## src/rtl/mbs_pkg.sv

```systemverilog
package mbs_pkg;
  localparam int unsigned DATA_W    = 8;
  localparam int unsigned ADDR_W    = 8;
  localparam int unsigned CLK_REGS  = 14;
  localparam int unsigned RAM_BYTES = 114;
  localparam int unsigned DEPTH     = CLK_REGS + RAM_BYTES;
  localparam int unsigned IDX_W     = $clog2(DEPTH);

  localparam int unsigned LOC_SECONDS = 0;
  localparam int unsigned LOC_CTRL_A  = 10;
  localparam int unsigned LOC_CTRL_C  = 12;
  localparam int unsigned LOC_CTRL_D  = 13;

  // Bits of a location that software may change.
  function automatic logic [DATA_W-1:0] writable_bits(input int unsigned loc);
    logic [DATA_W-1:0] m;
    m = '1;
    if (loc == LOC_SECONDS || loc == LOC_CTRL_A) m[DATA_W-1] = 1'b0;
    if (loc == LOC_CTRL_C || loc == LOC_CTRL_D) m = '0;
    if (loc >= DEPTH) m = '0;
    return m;
  endfunction

  function automatic logic is_mapped(input logic [ADDR_W-1:0] a);
    return (int'(a) < DEPTH);
  endfunction
endpackage

```

## src/rtl/mbs_sync.sv

```systemverilog
module mbs_sync #(
  parameter int unsigned    WIDTH   = 1,
  parameter logic [WIDTH-1:0] RST_VAL = '0
) (
  input  logic             clk,
  input  logic             rst_n,
  input  logic [WIDTH-1:0] d_i,
  output logic [WIDTH-1:0] q_o
);
  for (genvar g = 0; g < WIDTH; g++) begin : g_bit
    logic stage1_q, stage2_q;
    always_ff @(posedge clk or negedge rst_n) begin
      if (!rst_n) begin
        stage1_q <= RST_VAL[g];
        stage2_q <= RST_VAL[g];
      end else begin
        stage1_q <= d_i[g];
        stage2_q <= stage1_q;
      end
    end
    assign q_o[g] = stage2_q;
  end
endmodule

```

## src/rtl/mbs_bus_ctrl.sv

```systemverilog
module mbs_bus_ctrl
  import mbs_pkg::*;
(
  input  logic              clk,
  input  logic              rst_n,
  input  logic              ale_s,
  input  logic              cs_n_s,
  input  logic              rd_n_s,
  input  logic              wr_n_s,
  input  logic [DATA_W-1:0] ad_s,
  output logic [ADDR_W-1:0] addr_q,
  output logic              wr_commit,
  output logic [DATA_W-1:0] wdata_q,
  output logic              drive_en
);
  logic ale_prev_q, wr_prev_q, cs_held_q;
  logic ale_fall, wr_fall, wr_rise;

  assign ale_fall = ale_prev_q & ~ale_s;
  assign wr_fall  = wr_prev_q & ~wr_n_s;
  assign wr_rise  = ~wr_prev_q & wr_n_s;

  always_ff @(posedge clk or negedge rst_n) begin
    if (!rst_n) begin
      ale_prev_q <= 1'b0;
      wr_prev_q  <= 1'b1;
      cs_held_q  <= 1'b0;
      addr_q     <= '0;
      wdata_q    <= '0;
    end else begin
      ale_prev_q <= ale_s;
      wr_prev_q  <= wr_n_s;
      if (ale_fall) addr_q <= ad_s;
      if (!wr_n_s) wdata_q <= ad_s;
      if (wr_fall) cs_held_q <= ~cs_n_s;
      else if (!wr_n_s && cs_n_s) cs_held_q <= 1'b0;
    end
  end

  assign wr_commit = wr_rise & cs_held_q & ~cs_n_s;
  assign drive_en  = ~rd_n_s & ~cs_n_s;

  AST_ADDR_HOLDS: assert property (@(posedge clk) disable iff (!rst_n)
    !ale_fall |=> $stable(addr_q));
  AST_WRITE_HAD_CS: assert property (@(posedge clk) disable iff (!rst_n)
    wr_commit |-> $past(!cs_n_s));
endmodule

```

## src/rtl/mbs_regfile.sv

```systemverilog
module mbs_regfile
  import mbs_pkg::*;
(
  input  logic              clk,
  input  logic              rst_n,
  input  logic              we,
  input  logic [ADDR_W-1:0] addr,
  input  logic [DATA_W-1:0] wdata,
  output logic [DATA_W-1:0] rdata
);
  logic [DATA_W-1:0] mem_q [DEPTH];
  logic              hit;

  assign hit = is_mapped(addr);

  always_ff @(posedge clk or negedge rst_n) begin
    if (!rst_n) begin
      for (int i = 0; i < DEPTH; i++) mem_q[i] <= '0;
    end else if (we && hit) begin
      for (int i = 0; i < DEPTH; i++)
        if (int'(addr) == i) mem_q[i] <= wdata & writable_bits(i);
    end
  end

  always_comb begin
    rdata = '0;
    if (hit) rdata = mem_q[addr[IDX_W-1:0]];
  end

  AST_CTRL_C_ZERO: assert property (@(posedge clk) disable iff (!rst_n)
    (int'(addr) == LOC_CTRL_C) |-> (rdata == '0));
  AST_UNMAPPED_ZERO: assert property (@(posedge clk) disable iff (!rst_n)
    addr[ADDR_W-1] |-> (rdata == '0));
endmodule

```

## src/rtl/mux_bus_regslave.sv

```systemverilog
module mux_bus_regslave
  import mbs_pkg::*;
(
  input  logic              clk,
  input  logic              rst_n,
  input  logic [DATA_W-1:0] ad_i,
  output logic [DATA_W-1:0] ad_o,
  output logic              ad_oe,
  input  logic              ale,
  input  logic              cs_n,
  input  logic              rd_n,
  input  logic              wr_n
);
  localparam int unsigned SYNC_W = DATA_W + 4;
  localparam logic [SYNC_W-1:0] SYNC_RST = {1'b0, 1'b1, 1'b1, 1'b1, {DATA_W{1'b0}}};

  logic [SYNC_W-1:0] sync_q;
  logic              ale_s, cs_n_s, rd_n_s, wr_n_s;
  logic [DATA_W-1:0] ad_s;
  logic [ADDR_W-1:0] addr_q;
  logic              wr_commit;
  logic [DATA_W-1:0] wdata_q;

  mbs_sync #(.WIDTH(SYNC_W), .RST_VAL(SYNC_RST)) u_sync (
    .clk   (clk),
    .rst_n (rst_n),
    .d_i   ({ale, cs_n, rd_n, wr_n, ad_i}),
    .q_o   (sync_q)
  );

  assign {ale_s, cs_n_s, rd_n_s, wr_n_s, ad_s} = sync_q;

  mbs_bus_ctrl u_ctrl (
    .clk       (clk),
    .rst_n     (rst_n),
    .ale_s     (ale_s),
    .cs_n_s    (cs_n_s),
    .rd_n_s    (rd_n_s),
    .wr_n_s    (wr_n_s),
    .ad_s      (ad_s),
    .addr_q    (addr_q),
    .wr_commit (wr_commit),
    .wdata_q   (wdata_q),
    .drive_en  (ad_oe)
  );

  mbs_regfile u_regs (
    .clk   (clk),
    .rst_n (rst_n),
    .we    (wr_commit),
    .addr  (addr_q),
    .wdata (wdata_q),
    .rdata (ad_o)
  );

  AST_OE_NEEDS_STROBES: assert property (@(posedge clk) disable iff (!rst_n)
    ad_oe |-> (!$past(rd_n, 2) && !$past(cs_n, 2)));
  AST_OE_RELEASE: assert property (@(posedge clk) disable iff (!rst_n)
    $rose(rd_n) |-> ##2 !ad_oe);
endmodule

```

## config.mk

```make
export PLATFORM = sky130hd
export DESIGN_NAME = mux_bus_regslave
export DESIGN_NICKNAME = d
export VERILOG_FILES = /design/src/rtl/mbs_pkg.sv /design/src/rtl/mbs_sync.sv /design/src/rtl/mbs_bus_ctrl.sv /design/src/rtl/mbs_regfile.sv /design/src/rtl/mux_bus_regslave.sv
export SDC_FILE = /design/constraint.sdc
export NUM_CORES = 1
export LEC_CHECK = 0
export BUFFER_PORTS_ARGS = -buffer_cell sky130_fd_sc_hd__buf_4
export CAP_MARGIN = 20
export CORE_ASPECT_RATIO = 0.8
export CORE_MARGIN = 4
export CORE_UTILIZATION = 30
export CTS_BUF_LIST = sky130_fd_sc_hd__clkbuf_2 sky130_fd_sc_hd__clkbuf_4 sky130_fd_sc_hd__clkbuf_8
export DETAILED_ROUTE_END_ITERATION = 8
export GPL_ROUTABILITY_DRIVEN = 0
export HOLD_SLACK_MARGIN = 0.08
export PLACE_DENSITY = 0.45
export SLEW_MARGIN = 20
export SYNTH_ARGS = -nofsm -noshare
export SYNTH_HDL_FRONTEND = slang
export SYNTH_SLANG_ARGS = --single-unit
```

## constraint.sdc

```tcl
create_clock -name clk -period 4 [get_ports clk]
set_input_delay 0.8 -clock clk [delete_from_list [all_inputs] [get_ports clk]]
set_output_delay 0.8 -clock clk [all_outputs]
set_load 0.01 [all_outputs]
```

==> impl_metrics.json <==
{
  "cts_tree": "built",
  "finalMaxSlewViolations": 0,
  "relSlewSlack_pct": 25.5,
  "io_pins": 23,
  "cts.sinks": 1049,
  "crit_path_start_kind": "register",
  "hold_path.startpoint": "u_sync.g_bit[6].stage1_q",
  "fin_cells": 5482,
  "drt_iter0_markers": 1745,
  "ys_seq_area_share_pct": 55.6,
  "min_period_ns": 4.47,
  "syn_area_um2": 47200,
  "h-tree-depth": 4,
  "fin_area_um2": 56300,
  "syn_nets": 3024,
  "dr_total_vias": 28100,
  "worstPathMaxFanout": 9,
  "hold_path_class": "register to register",
  "finClkSkew_ns": 0.0440,
  "max_cap_viol_count": 0,
  "hold_viol_final": 0,
  "grt_pass1_wl_um": 216000,
  "synthFlopType": "dfrtp_1",
  "grt_setup_unrepaired": "true",
  "ys_seq_elements": 1049,
  "worstSetupPathType": "register to output port",
  "leakage_nw": 26.6,
  "routed_wirelength_um": 145000,
  "setup_slack_ns": -0.466,
  "synth_edf_count": 0,
  "clock-root-buffer": "clkbuf_8",
  "powerDensity_nw_per_um2": 424,
  "grt_pass1_vias": 30700,
  "start_util_pct": 30.4,
  "outcome": "complete, but fails checks",
  "core-area_um2": 155000,
  "clk_latency_ns": 0.90,
  "holdPathStages": 0,
  "drcViolationCount": 0,
  "arrival_ns": 3.67,
  "r2r_start": "u_ctrl.addr_q[0]",
  "rows": 129,
  "setup_viol": 8,
  "dpl-instance-area_um2": 50900,
  "viasPerCell": 5.13,
  "drive_above_1_share_pct": 59.4,
  "ant_nets": 0,
  "synthesis.area_per_instance_um2": 15.7,
  "worstPathRequired_ns": 3.20,
  "netlist_instances": 3010,
  "r2r_end": "u_regs.mem_q[123]",
  "dp_hpwl_um": 93000,
  "die_width_um": 452,
  "antenna_found_initial": 7,
  "placed_cells": 5087,
  "nets": 3253,
  "reg2reg_depth": 9,
  "worst_pin_slew_ns": 1.12,
  "max_freq_mhz": 224,
  "finalCritPeriodShare_pct": 112,
  "async_flop_share_pct": 100,
  "endpoint_kind": "output port",
  "wl_per_cell_um": 26.5,
  "grt_max_degree": 96,
  "track_usage_pct": 17.8,
  "die_area_um2": 164000,
  "setup_tns_ns": -3.32,
  "yosys_warnings": 0,
  "cts.path.max_buffers": 3,
  "io_buffers": 22,
  "area_growth_syn_to_layout_pct": 19.3,
  "hold_path_end": "u_sync.g_bit[6].stage2_q",
  "drt_pass1_iterations": 7,
  "synth_cell_types": 55,
  "violations": "setup timing",
  "numCtsBuffers": 175,
  "clk_pin_slew_ns": 0.06,
  "chipHeight_um": 363,
  "grt_overflow": 0,
  "ir_drop_v": 0.000291,
  "ff2ff_setup_slack_ns": 0.75
}
-- registers in the layout (all words and copies together) (netlist names) --
name,count
u_ctrl.wdata_q,8
u_regs.mem_q,1006
u_ctrl.addr_q,8
u_sync.g_bit.stage2_q,12
u_ctrl.wr_prev_q,1
u_ctrl.cs_held_q,1
u_ctrl.ale_prev_q,1
u_sync.g_bit.stage1_q,12
-- worst max path at each step --
stage | startpoint | end | slack, ns | cells past startpoint
2_1_floorplan | u_ctrl.addr_q[3] | ad_o[2] | 1.01 | 9
3_3_place_gp | u_ctrl.addr_q[0] | ad_o[0] | -0.001 | 8
3_5_place_dp | u_ctrl.addr_q[0] | ad_o[0] | 0.07 | 8
4_1_cts | u_ctrl.addr_q[0] | ad_o[2] | -0.60 | 11
5_1_grt | u_ctrl.addr_q[0] | ad_o[3] | -0.59 | 11
6_report | u_ctrl.addr_q[0] | ad_o[0] | -0.47 | 9
-- power breakdown --
part           internal [mW]  switching (mW)  leakage [nW]
combinational           1.04            1.58          9.99
clock                   5.71            4.55          2.04
sequential              10.7           0.277          14.5
total                   17.5            6.41          26.6
-- per-layer routing --
layer / wire length [um] / up-vias / share of wire, % / track usage (%)
met1: 70100 / 15500 / 48 / 25.9
met2: 65600 / 632 / 45 / 27.2
met3: 6610 / 210 / 4.6 / 3.32
li1: - / 11800 / - / -
met4: 2910 / 0 / 2.0 / 4.66
met5: 0 / - / 0 / 0
-- kinds of logic after synthesis --
group / after synthesis / synth area share, %
buffers and inverters: 226 / 2.10
flip-flops: 1049 / 55.6
AND/OR/NAND/NOR: 248 / 2.92
multiplexers: 1308 / 36.8
AO/OA/AOI/OAI: 179 / 2.60
-- cell type report --
type                            instances  area (um2)
Antenna cell                            1        2.50
Sequential cell                      1049       26300
Fill cell                           14700       99100
Multi-Input combinational cell       1735       20500
Timing Repair Buffer                  274        3100
Clock inverter                         33         259
Tap cell                             2096        2620
Inverter                                4        15.0
Clock buffer                          290        3530
-- timing repair --
| action | CTS | global route |
|---|---|---|
| gates resized for setup | 112 | 39 |
| hold buffers | 13 | 0 |
| setup endpoints to repair | 8 | 8 |
| setup buffers | 28 | 18 |
| hold endpoints to repair | 60 | 0 |
| gates cloned | 11 | 2 |
| pin swaps | 17 | 14 |
-- cells in the final DEF (no fill, tap or decap), drive strengths merged, types with 2 or more instances in the layout --
cell type,n
mux4,238
mux2i,41
o22ai,7
a211oi,5
dfstp,7
bufinv,2
nor3,11
nand2b,7
nand3,3
and4b,6
o21ai,9
a21oi,48
nor4,8
nor4b,2
a311oi,6
dfrtp,1042
buf,259
nor2b,10
a22oi,79
and2,5
nand2,127
clkbuf,292
nand3b,3
inv,9
mux2,1029
dlygate4sd3,13
a221oi,7
clkinvlp,4
o221ai,7
or3b,2
a211o,6
and3,3
clkinv,22
nor2,54
-- cell usage after synthesis, types with 4 or more instances --
| master | count | area, um2 |
|---|---|---|
| buf_2 | 47 | 235 |
| o21ai_0 | 9 | 45.0 |
| buf_4 | 9 | 67.6 |
| a311oi_1 | 6 | 52.6 |
| mux2i_1 | 41 | 410 |
| dfstp_2 | 7 | 184 |
| buf_1 | 15 | 56.3 |
| a22oi_1 | 79 | 593 |
| nor2_1 | 20 | 75.1 |
| nand2b_1 | 7 | 43.8 |
| a221oi_1 | 7 | 61.3 |
| o221ai_1 | 7 | 61.3 |
| clkbuf_1 | 144 | 541 |
| nor2b_1 | 10 | 62.6 |
| nor3_2 | 4 | 40.0 |
| dfrtp_1 | 1042 | 26100 |
| nor2_2 | 34 | 213 |
| a21oi_1 | 48 | 240 |
| mux2_2 | 1000 | 11300 |
| buf_6 | 7 | 78.8 |
| nand2_2 | 36 | 225 |
| a211oi_1 | 5 | 37.5 |
| o22ai_1 | 7 | 43.8 |
| mux2_1 | 29 | 327 |
| and4b_1 | 6 | 60.1 |
| and2_1 | 5 | 31.3 |
| nor4_1 | 7 | 43.8 |
| nand2_1 | 91 | 342 |
| a211o_1 | 6 | 52.6 |
| mux4_2 | 238 | 5360 |
| nor3_1 | 5 | 25.0 |
-- critical path: stages (launching register included) --
cell	delay, ns
dfrtp_4	0.45
buf_12	0.18
buf_16	0.19
mux4_2	0.55
a22oi_1	0.23
a21oi_1	0.15
nor4_2	0.48
buf_4	0.23
a211oi_1	0.11
buf_4	0.18
-- stage by stage --
stage / hold WS, ns / power [mW] / setup WS, ns / utilization, %
2_1_floorplan: 0.331 / 12.2 / 1.01 / -
3_3_place_gp: 0.336 / 13.4 / -0.00109 / 32.7
3_5_place_dp: 0.335 / 13.4 / 0.0658 / 32.7
4_1_cts: 0.348 / 24.2 / -0.604 / 36.0
5_1_grt: 0.351 / 24.9 / -0.592 / 36.2
6_report: 0.347 / 23.9 / -0.466 / 36.2
No activity file was read; power rests on OpenSTA's default activity.
